`src/rtl/pmem_pkg.sv`:
```
package pmem_pkg;

    typedef enum logic [1:0] {
        ROUTE_NONE  = 2'd0,
        ROUTE_ROM   = 2'd1,
        ROUTE_EXT   = 2'd2,
        ROUTE_BLOCK = 2'd3
    } route_e;

    typedef struct packed {
        logic rom;
        logic ext;
        logic blk;
    } route_sel_t;

    function automatic route_sel_t route_expand(input route_e r);
        route_sel_t s;
        s.rom = (r == ROUTE_ROM);
        s.ext = (r == ROUTE_EXT);
        s.blk = (r == ROUTE_BLOCK);
        return s;
    endfunction

endpackage

```
`src/rtl/pmem_ea_latch.sv`:
```
module pmem_ea_latch (
    input  logic clk,
    input  logic rst,
    input  logic ext_pin,
    output logic ea_q
);

    always_ff @(posedge clk) begin
        if (rst) begin
            ea_q <= ext_pin;
        end
    end

    AST_EA_HELD: assert property (@(posedge clk) disable iff (rst)
        !$past(rst) |-> $stable(ea_q));

endmodule

```
`src/rtl/pmem_route_decode.sv`:
```
module pmem_route_decode
    import pmem_pkg::*;
#(
    parameter int ADDR_W    = 16,
    parameter int ROM_BYTES = 16384
) (
    input  logic              ea_q,
    input  logic              fetch_valid,
    input  logic [ADDR_W-1:0] fetch_pc,
    input  logic              tbl_valid,
    input  logic [ADDR_W-1:0] tbl_addr,
    input  logic              exec_ext,
    input  logic              secure_en,
    output route_e            route
);

    logic [ADDR_W-1:0] acc_addr;
    logic              addr_low;
    logic              maps_rom;
    logic              guarded;

    // A table read owns the port when both kinds arrive together
    assign acc_addr = tbl_valid ? tbl_addr : fetch_pc;

    generate
        if (ROM_BYTES >= (2 ** ADDR_W)) begin : g_rom_full
            assign addr_low = 1'b1;
        end else begin : g_rom_part
            localparam logic [ADDR_W:0] ROM_LIM = ROM_BYTES[ADDR_W:0];
            assign addr_low = ({1'b0, acc_addr} < ROM_LIM);
        end
    endgenerate

    assign maps_rom = ea_q && addr_low;
    assign guarded  = tbl_valid && exec_ext && secure_en;

    always_comb begin
        if (!fetch_valid && !tbl_valid) begin
            route = ROUTE_NONE;
        end else if (maps_rom && guarded) begin
            route = ROUTE_BLOCK;
        end else if (maps_rom) begin
            route = ROUTE_ROM;
        end else begin
            route = ROUTE_EXT;
        end
    end

endmodule

```
`src/rtl/pmem_src_sel.sv`:
```
module pmem_src_sel
    import pmem_pkg::*;
#(
    parameter int ADDR_W    = 16,
    parameter int DATA_W    = 8,
    parameter int ROM_BYTES = 16384
) (
    input  logic              clk,
    input  logic              rst,
    input  logic              ext_pin,
    input  logic              fetch_valid,
    input  logic [ADDR_W-1:0] fetch_pc,
    input  logic              tbl_valid,
    input  logic [ADDR_W-1:0] tbl_addr,
    input  logic              exec_ext,
    input  logic              secure_en,
    input  logic [DATA_W-1:0] rom_rdata,
    output logic              rom_sel,
    output logic              ext_req,
    output logic              tbl_blocked,
    output logic [DATA_W-1:0] rd_data
);

    logic       ea_q;
    route_e     route_d;
    route_sel_t sel_q;

    pmem_ea_latch i_ea_latch (
        .clk     (clk),
        .rst     (rst),
        .ext_pin (ext_pin),
        .ea_q    (ea_q)
    );

    pmem_route_decode #(
        .ADDR_W    (ADDR_W),
        .ROM_BYTES (ROM_BYTES)
    ) i_route_decode (
        .ea_q        (ea_q),
        .fetch_valid (fetch_valid),
        .fetch_pc    (fetch_pc),
        .tbl_valid   (tbl_valid),
        .tbl_addr    (tbl_addr),
        .exec_ext    (exec_ext),
        .secure_en   (secure_en),
        .route       (route_d)
    );

    always_ff @(posedge clk) begin
        if (rst) begin
            sel_q <= '0;
        end else begin
            sel_q <= route_expand(route_d);
        end
    end

    assign rom_sel     = sel_q.rom;
    assign ext_req     = sel_q.ext;
    assign tbl_blocked = sel_q.blk;
    assign rd_data     = sel_q.blk ? '0 : rom_rdata;

    AST_ONE_TARGET: assert property (@(posedge clk) disable iff (rst)
        $onehot0({rom_sel, ext_req, tbl_blocked}));

    AST_LOW_NO_ROM: assert property (@(posedge clk) disable iff (rst)
        !ea_q |-> !rom_sel);

    AST_HIGH_ADDR_OFFCHIP: assert property (@(posedge clk) disable iff (rst)
        $past(fetch_valid && !tbl_valid && (int'(fetch_pc) >= ROM_BYTES)) |-> !rom_sel);

    AST_BLOCK_CAUSE: assert property (@(posedge clk) disable iff (rst)
        tbl_blocked |-> $past(tbl_valid && exec_ext && secure_en));

    AST_BLOCK_ZERO: assert property (@(posedge clk) disable iff (rst)
        tbl_blocked |-> (rd_data == '0));

    AST_IDLE_QUIET: assert property (@(posedge clk) disable iff (rst)
        $past(!fetch_valid && !tbl_valid) |-> !(rom_sel || ext_req || tbl_blocked));

endmodule

```
`config.mk`:
```
export PLATFORM = sky130hd
export DESIGN_NAME = pmem_src_sel
export DESIGN_NICKNAME = d
export VERILOG_FILES = /design/src/rtl/pmem_pkg.sv /design/src/rtl/pmem_ea_latch.sv /design/src/rtl/pmem_route_decode.sv /design/src/rtl/pmem_src_sel.sv
export SDC_FILE = /design/constraint.sdc
export NUM_CORES = 1
export LEC_CHECK = 0
export ABC_AREA = 1
export BUFFER_PORTS_ARGS = -buffer_cell sky130_fd_sc_hd__buf_4
export CORE_AREA = 2 2 39 41
export CTS_CLUSTER_DIAMETER = 200
export CTS_CLUSTER_SIZE = 30
export DETAILED_ROUTE_END_ITERATION = 10
export DIE_AREA = 0 0 41 43
export PLACE_DENSITY_LB_ADDON = 0.08
export RECOVER_POWER = 100
export SYNTH_ARGS = -nofsm -noshare
export SYNTH_HDL_FRONTEND = slang
export SYNTH_SLANG_ARGS = --single-unit
```
`constraint.sdc`:
```
create_clock -name clk -period 0.8 [get_ports clk]
set_input_delay 0.08 -clock clk [delete_from_list [all_inputs] [get_ports clk]]
set_output_delay 0.08 -clock clk [all_outputs]
set_load 0.05 [all_outputs]
```
==> flow_metrics.py, run 1 <==
metrics = {
    "cells_and_area": {
        "fin_util_pct": 45.8,
        "final_cell_mix": "17 x buf_4, 11 x inv_1, 10 x buf_6",
        "area_delta_synth_final_pct": 172,
        "instances_no_fill": 88,
        "diodes": 0,
        "fin_area_um2": 633,
        "drive_gt1_share_pct": 65.3,
        "final_common_cell": "buf_4",
        "fin_nets": 120,
    },
    "routing": {
        "firstDrtPassIters": 2,
        "vias": 333,
        "vias_per_cell": 3.78,
        "drc": 0,
        "drt_iter0_markers": 3,
        "wl_per_cell_um": 8.70,
        "routed_wl_um": 766,
        "ant_nets": 0,
    },
    "setup_path": {
        "crit_path_start_kind": "register",
        "rrSetupSlack_ns": 0.11,
        "timing.rr.start": "i_ea_latch.ea_q",
        "cp.required_ns": 0.72,
        "reg2reg_to": "rom_sel",
        "cp_max_fo": 4,
        "worstSetupEndpointType": "output port",
        "arrival_ns": 0.97,
        "reg2reg_depth": 2,
        "critPathKind": "reg -> out",
    },
    "die": {
        "die_area_um2": 1760,
        "dieHeight_um": 43,
        "fp.dieW_um": 41,
        "core_um2": 1380,
        "initial_core_util_pct": 16.8,
        "ios": 58,
        "rows": 14,
    },
    "sta": {
        "fin_crit_sh_pct": 131,
        "finalSetupViolCount": 9,
        "fmax_ghz": 0.956,
        "worst_pin_slew_ns": 0.202,
        "skew_ns": 0.00593,
        "slew_viol_final": 0,
        "fin_setup_tns_ns": -1.97,
        "rsz0062_at_grt": "true",
        "fin_ws_ns": -0.247,
        "hold_viol": 0,
        "relSlewSlack_pct": 86.5,
        "fin_crit_ns": 1.05,
    },
    "outcome": {
        "violations": "negative setup slack",
        "status": "finished with violations",
    },
    "synthesis": {
        "synth_top_cell_by_area": "dfxtp_1",
        "yosys_warnings": 0,
        "synth_cell_types": 12,
        "syn-cell-area_um2": 233,
        "synth.yosys.seq_area_share_pct": 38.7,
        "syn_nets": 85,
        "synthTopCellsByArea": "dfxtp_1 26%, inv_1 18%, nor2_1 18%",
        "ys_ff_latch": 4,
        "avgSynthCellArea_um2": 6.12,
        "netlist_instances": 38,
        "yosys.area.top_type_share_pct": 25.8,
    },
    "clocking": {
        "path_clk_slew_ns": 0.04,
        "cts_buffers": 3,
        "cts_tree": "yes",
        "clock_latency_ns": 0.24,
        "root_buffer": "clkbuf_4",
        "cts_buffer_depth": 2,
        "htreeDepth": 1,
        "clock_sinks": 4,
    },
    "global_routing": {
        "first_global_vias": 311,
        "grt-ovfl-total": 0,
        "grt_use_total_pct": 10.2,
        "antenna_found_initial": 0,
        "grt_pass1_wl_um": 1150,
        "grt_start_max_net_pins": 5,
    },
    "power": {
        "total_power_uw": 800,
        "vdd_drop_max_uv": 791,
        "power.density_nw_per_um2": 1260,
        "p_leak_uw": 0.000334,
    },
    "worst_hold_path": {
        "hold_path_class": "in -> reg",
        "holdPathStages": 1,
        "holdCritStartpoint": "ext_pin",
        "hold_path_end": "i_ea_latch.ea_q",
    },
    "run": {
        "drv_cap": 0,
    },
    "placement": {
        "placed_area_um2": 531,
        "port_buffers": 29,
        "dp_cells": 82,
        "place.gp.congestion": 0.567,
        "hpwl_um": 594,
    },
}
-- logic make-up after synthesis --
logic type,count (synthesis),synth area share [%]
simple gates,21,40.3
flops,4,38.7
buf+inv,13,21.0
-- how the worst max path moves through the flow --
stage	cells past startpoint	startpoint	endpoint	slack, ns
final	3	tbl_blocked	rd_data[3]	-0.25
after global routing	3	tbl_blocked	rd_data[3]	-0.28
after CTS	3	tbl_blocked	rd_data[5]	-0.25
after detailed placement	1	tbl_blocked	tbl_blocked	-0.01
after global placement	1	tbl_blocked	tbl_blocked	-0.01
after floorplan	2	tbl_blocked	rd_data[0]	-0.13
-- where the power goes --
part           switching, uW  total [uW]  leakage (uW)  internal [uW]
Clock                   86.3         274     0.0000150            187
Sequential              5.76         222     0.0000358            217
Combinational            165         304      0.000284            139
Total                    257         800      0.000334            543
-- stage by stage --
step,hold WS (ns),setup WS [ns]
after detailed placement,0.263,-0.0137
after floorplan,0.143,-0.128
after global routing,0.0421,-0.275
final,0.0446,-0.247
after CTS,0.0113,-0.249
after global placement,0.259,-0.0136
-- synth_stat cells (all sizes together) --
cell    count
nand3       2
nor2       12
clkbuf      1
dfxtp       3
nand2       4
or2         1
nand4       2
inv        12
edfxtp      1
-- critical path, stage by stage, from the launching register on --
cell and delay, ns:
dfxtp_4 0.36, buf_12 0.14, nor2_4 0.08, buf_6 0.16
-- cell type report --
cell class / count / area [um^2]
repair buffers: 31 / 292
inverters: 12 / 45.0
multi-input cells: 21 / 154
flip-flops and latches: 4 / 96.3
well taps: 16 / 20.0
fillers: 143 / 751
clock buffers: 4 / 26.3
-- timing repair --
action | 4_1_cts | 5_1_grt
gates resized for setup | 11 | 1
gates cloned | 0 | 0
setup buffers | 2 | 0
hold buffers | 0 | 0
endpoints found under the setup margin | 11 | 10
-- state kept, by name, summed over array words and instances (netlist names) --
signal,cells
tbl_blocked,1
i_ea_latch.ea_q,1
ext_req,1
rom_sel,1
-- per-layer routing --
metal	global-route usage (%)	up-vias	share of wire (%)	routed length, um
met1	9.06	146	36	277
li1	-	179	-	-
met3	3.14	0	4.8	37
met2	17.2	8	59	452
met5	0	-	0	0
met4	8.00	0	0	0
Note: power is estimated with default switching activity, not from simulation.
==> inputs of run 2 (changes only) <==
--- a/config.mk
+++ b/config.mk
@@ -5,7 +5,6 @@
 export SDC_FILE = /design/constraint.sdc
 export NUM_CORES = 1
 export LEC_CHECK = 0
-export ABC_AREA = 1
 export BUFFER_PORTS_ARGS = -buffer_cell sky130_fd_sc_hd__buf_4
 export CORE_AREA = 2 2 39 41
 export CTS_CLUSTER_DIAMETER = 200
==> run 2 against run 1 <==
  * The flow still finishes with violations (negative setup slack)
  * Hold slack better by 0.0089 ns
  * Count of clock-buffer cells in the layout did not move
  * Via count decreased by 18%
  * Maximum frequency up 2.5%
  * Critical path depth shrank 1
  * Synthesized cell count fell by 47%
  * Routed wire length is 0.52% lower
  * Sequential power is essentially flat
  * Critical path type unchanged
  * Critical endpoint is now rd_data[1]
  * Highest routed layer unchanged
==> flow_metrics.py, run 2 <==
metrics = {
    "sta": {
        "timing.hold.ws_ns": 0.0535,
        "worst_pin_slew_ns": 0.241,
        "fin_ws_ns": -0.221,
        "fmax_ghz": 0.979,
        "slew_viol_final": 0,
        "hold_viol": 0,
        "fin_crit_sh_pct": 128,
        "relSlewSlack_pct": 83.8,
        "finalSetupViolCount": 9,
        "skew_ns": 0.000414,
        "fin_crit_ns": 1.02,
        "rsz0062_at_grt": "true",
    },
    "synthesis": {
        "synth_cell_types": 9,
        "avgSynthCellArea_um2": 10.4,
        "syn_nets": 67,
        "yosysMostFrequentCell": "nor2b_1",
        "async_reset_ff_share_pct": 0,
        "yosys_most_used_dff": "dfxtp_1",
        "yosys.area.top_type_share_pct": 28.9,
        "synthTopCellsByCount": "9 x nor2b_1, 3 x dfxtp_1, 2 x nor3b_2",
        "yosys_warnings": 0,
        "synth_edf_count": 1,
        "synth_top_cell_by_area": "dfxtp_1",
        "netlist_instances": 20,
        "syn-cell-area_um2": 208,
        "synthTopCellsByArea": "dfxtp_1 29%, nor2b_1 27%, edfxtp_1 14%",
        "ys_ff_latch": 4,
        "synth.yosys.seq_area_share_pct": 43.4,
    },
    "clocking": {
        "cts_tree": "yes",
        "cts_resized": 12,
        "path_clk_slew_ns": 0.04,
        "cts_buffers": 3,
        "clock_sinks": 4,
        "htreeDepth": 1,
        "cts_buffer_depth": 2,
        "root_buffer": "clkbuf_4",
        "clock_latency_ns": 0.23,
        "cts_setup_buffers": 0,
        "holdBufCountCts": 0,
    },
    "setup_path": {
        "crit_slowest_cell": "dfxtp_4",
        "slowest_delay_ns": 0.41,
        "crit_path_start_kind": "register",
        "crit_start": "tbl_blocked",
        "cp_max_fo": 9,
        "critPathKind": "reg -> out",
        "worstSetupEndpointType": "output port",
        "timing.rr.start": "i_ea_latch.ea_q",
        "arrival_ns": 0.94,
        "crit_family": "flip-flops",
        "cp.required_ns": 0.72,
        "cp_cell_sequence": "nor2b_4, buf_6",
        "timing.critical_path.buf_inv": 1,
    },
    "routing": {
        "ant_nets": 0,
        "vias_per_cell": 3.90,
        "drc": 0,
        "firstDrtPassIters": 2,
        "routed_wl_um": 762,
        "drt_iter0_markers": 4,
        "wl_per_cell_um": 10.9,
        "vias": 273,
    },
    "die": {
        "initial_core_util_pct": 15.0,
        "die_area_um2": 1760,
        "core_um2": 1380,
        "fp.dieW_um": 41,
        "ios": 58,
        "dieHeight_um": 43,
        "rows": 14,
    },
    "power": {
        "total_power_uw": 794,
        "power.density_nw_per_um2": 1370,
        "p_leak_uw": 0.000288,
        "vdd_drop_max_uv": 1040,
    },
    "cells_and_area": {
        "fin_nets": 102,
        "fill_cells": 147,
        "final_common_cell": "buf_4",
        "instances_no_fill": 70,
        "drive_gt1_share_pct": 83.3,
        "final_cell_mix": "17 x buf_4, 9 x buf_6, 8 x nor2b_4",
        "area_delta_synth_final_pct": 180,
        "fin_util_pct": 42.0,
        "diodes": 0,
    },
    "global_routing": {
        "grt-ovfl-total": 0,
        "grt_use_total_pct": 8.96,
        "antenna_found_initial": 0,
        "grt_pass1_wl_um": 1040,
        "first_global_vias": 247,
        "grt_start_max_net_pins": 10,
    },
    "placement": {
        "dp_cells": 66,
        "place.gp.congestion": 0.644,
        "dpl_worst_slack_ns": -0.0155,
        "port_buffers": 29,
        "hpwl_um": 636,
    },
    "worst_hold_path": {
        "holdCritStartpoint": "ext_pin",
        "hold_path_class": "in -> reg",
    },
    "outcome": {
        "status": "finished with violations",
        "violations": "negative setup slack",
    },
    "run": {
        "drv_cap": 0,
    },
}
-- run 2: cell types whose count changed in the layout (fill, tap and decap cells not counted), moves of 2 or more --
cell	delta
inv_1	-11
nor2_1	-3
nor3_1	+2
buf_12	-2
nor2b_4	+8
nor2_4	-8
nand2_1	-3
nand4_1	-2
buf_8	+2
-- run 2: area by class of cell --
cell class / instances / area [um^2] / share of cell area (%)
timing repair buffer: 30 / 270 / 46.6
tap: 16 / 20.0 / 3.45
clock buffer: 4 / 26.3 / 4.53
sequential: 4 / 96.3 / 16.6
multi-input combinational: 16 / 168 / 28.9
-- run 2: worst paths after layout --
kind	cells past startpoint	endpoint	slack, ns
worst min register to register	2	tbl_blocked	0.57
worst max register to register	2	rom_sel	0.10
worst min-delay path	1	i_ea_latch.ea_q	0.05
worst max-delay path	2	rd_data[1]	-0.22
-- run 2: power breakdown --
| group | leakage (uW) | internal (uW) | switching, uW | total (uW) |
|---|---|---|---|---|
| Sequential | 0.0000358 | 217 | 7.01 | 224 |
| Combinational | 0.000237 | 150 | 145 | 295 |
| Clock | 0.0000150 | 188 | 87.5 | 275 |
-- run 2: kinds of logic after synthesis --
kind of cell	after synthesis	share of synthesized area (%)
compound gates	2	7.83
flops	4	43.4
simple gates	14	48.8
-- run 2: per-stage QoR --
step           setup TNS [ns]  cell area (um^2)
2_1_floorplan          -0.382               272
3_3_place_gp         -0.00938               517
3_5_place_dp          -0.0475               517
5_1_grt                 -2.29               581
6_report                -1.94               581
4_1_cts                 -2.08               583
-- run 2: per-layer routing --
metal	wire, um	track usage (%)	part of all wire (%)	vias up
met5	0	0	0	-
met4	0	2.00	0	0
met3	108	5.24	14	0
met2	368	13.8	48	22
met1	285	10.4	37	115
li1	-	-	-	136
==> inputs of run 3 (changes only) <==
==> constraint.sdc (replaced) <==
create_clock -name clk -period 0.8 [get_ports clk]
set_input_delay 0.04 -clock clk [delete_from_list [all_inputs] [get_ports clk]]
set_output_delay 0.04 -clock clk [all_outputs]
set_load 0.05 [all_outputs]
==> run 3 against run 2 <==
  * The run still ends with negative setup slack left
  * Clock skew grew 0.015 ns
  * Die area is the same
  * Via count increased by 6.6%
  * Sequential share of layout area decreased by 0.89 points
  * Sequential cell count is the same
  * Total power increased by 2.7%
  * Cell count grew 2.9%
  * First-iteration DRC count is 100% lower
==> flow_metrics.py, run 3 (synthesized netlist as in run 2, its figures left out) <==
metrics = {
    "outcome": {
        "status": "finished with violations",
        "violations": "negative setup slack",
    },
    "global_routing": {
        "grt_use_met2_pct": 18.4,
        "first_global_vias": 293,
        "grt_start_max_net_pins": 10,
        "grt-ovfl-total": 0,
        "grt_use_total_pct": 12.4,
        "grt_pass1_wl_um": 1330,
        "busiest_layer": "met2",
        "use_met1_pct": 12.0,
        "antenna_found_initial": 0,
        "gr-usage-met3_pct": 7.85,
    },
    "sta": {
        "rsz0062_at_grt": "true",
        "fin_crit_ns": 0.982,
        "worst_pin_slew_ns": 0.282,
        "fmax_ghz": 1.02,
        "relSlewSlack_pct": 81.2,
        "fin_crit_sh_pct": 123,
        "skew_ns": 0.0149,
        "timing.hold.ws_ns": 0.0922,
        "hold_viol": 0,
        "slew_viol_final": 0,
        "finalSetupViolCount": 9,
        "fin_ws_ns": -0.182,
    },
    "clocking": {
        "cts_buffers": 3,
        "cts_buffer_depth": 2,
        "cts_tree": "yes",
        "cts_setup_buffers": 0,
        "clock_sinks": 4,
        "clock_latency_ns": 0.25,
        "root_buffer": "clkbuf_4",
        "htreeDepth": 1,
        "path_clk_slew_ns": 0.03,
    },
    "placement": {
        "dp_cells": 65,
        "dpl_worst_slack_ns": 0.0332,
        "place.gp.congestion": 0.652,
        "hpwl_um": 644,
        "port_buffers": 29,
    },
    "routing": {
        "ant_nets": 0,
        "firstDrtPassIters": 1,
        "routed_wl_um": 846,
        "drc": 0,
        "vias_per_cell": 4.04,
        "wl_per_cell_um": 11.8,
        "vias": 291,
        "drt_iter0_markers": 0,
    },
    "setup_path": {
        "crit_path_start_kind": "register",
        "slowest_delay_ns": 0.41,
        "arrival_ns": 0.94,
        "cp.required_ns": 0.76,
        "critPathKind": "reg -> out",
        "cp_max_fo": 9,
        "cp_cell_sequence": "nor2b_4, buf_8",
        "crit_slowest_cell": "dfxtp_4",
        "worstSetupEndpointType": "output port",
    },
    "die": {
        "die_area_um2": 1760,
        "core_um2": 1380,
        "ios": 58,
        "rows": 14,
        "fp.dieW_um": 41,
        "initial_core_util_pct": 15.0,
        "dieHeight_um": 43,
    },
    "cells_and_area": {
        "instances_no_fill": 72,
        "diodes": 0,
        "drive_gt1_share_pct": 78.6,
        "final_common_cell": "buf_4",
        "fin_nets": 104,
        "final_cell_mix": "17 x buf_4, 9 x nor2b_4, 8 x buf_6",
        "regArea_um2": 95.1,
        "multi_input_area_um2": 175,
        "fill_cells": 136,
        "area_delta_synth_final_pct": 192,
    },
    "power": {
        "power.density_nw_per_um2": 1350,
        "p_leak_uw": 0.000304,
        "vdd_drop_max_uv": 980,
    },
    "run": {
        "drv_cap": 0,
    },
    "worst_hold_path": {
        "hold_path_class": "in -> reg",
    },
}
[run 3: changes by cell type in the layout (fill, tap and decap cells not counted)]
cell	change
dlygate4sd3_1	+3
buf_6	-1
dfxtp_1	+1
dfxtp_2	-1
nor2b_1	-1
nor2b_4	+1
[run 3: worst max-delay path: cells and delay by family (launching register included)]
kind | cells | cell delay, ns
and+or+nand+nor | 1 | 0.14
DFF | 1 | 0.41
buffers and inverters | 1 | 0.15
[run 3: routing by layer]
metal  vias to the layer above  share of wire, %
met5                         -                 0
met4                         0               2.4
met3                         4                15
met2                        22                51
met1                       126                31
li1                        139                 -
[run 3: where the power goes]
part	switching [uW]	internal, uW	total, uW
registers	5.44	216	221
clock network	96.5	188	284
logic	150	159	310
[run 3: layout make-up]
cell class	instances	share of cell area (%)
repair buffers	32	47.7
well taps	16	3.31
clock buffers	4	4.34
multi-input cells	16	28.9
flip-flops and latches	4	15.7
[run 3: worst paths after layout]
check                           slack [ns]           to       startpoint  cells after the start
worst max-delay path                 -0.18   rd_data[4]      tbl_blocked                      2
worst min-delay path                  0.09  tbl_blocked         exec_ext                      3
worst max register to register        0.09      ext_req  i_ea_latch.ea_q                      2
worst min register to register        0.57      rom_sel  i_ea_latch.ea_q                      2
[run 3: repair_timing]
| item | CTS | global route |
|---|---|---|
| hold buffers | 3 | 0 |
| resized for setup | 9 | 6 |
| endpoints found under the hold margin | 2 | 0 |
| setup endpoints to repair | 10 | 11 |
[run 3: through the flow]
stage | util [%] | setup TNS, ns | total power (uW) | area, um^2
after floorplan | - | -0.0619 | 380 | 272
final | 43.8 | -1.57 | 815 | 606
after detailed placement | 36.8 | 0 | 499 | 509
after CTS | 43.3 | -1.72 | 830 | 599
after global routing | 43.8 | -2.00 | 885 | 606
after global placement | 36.8 | 0 | 496 | 509
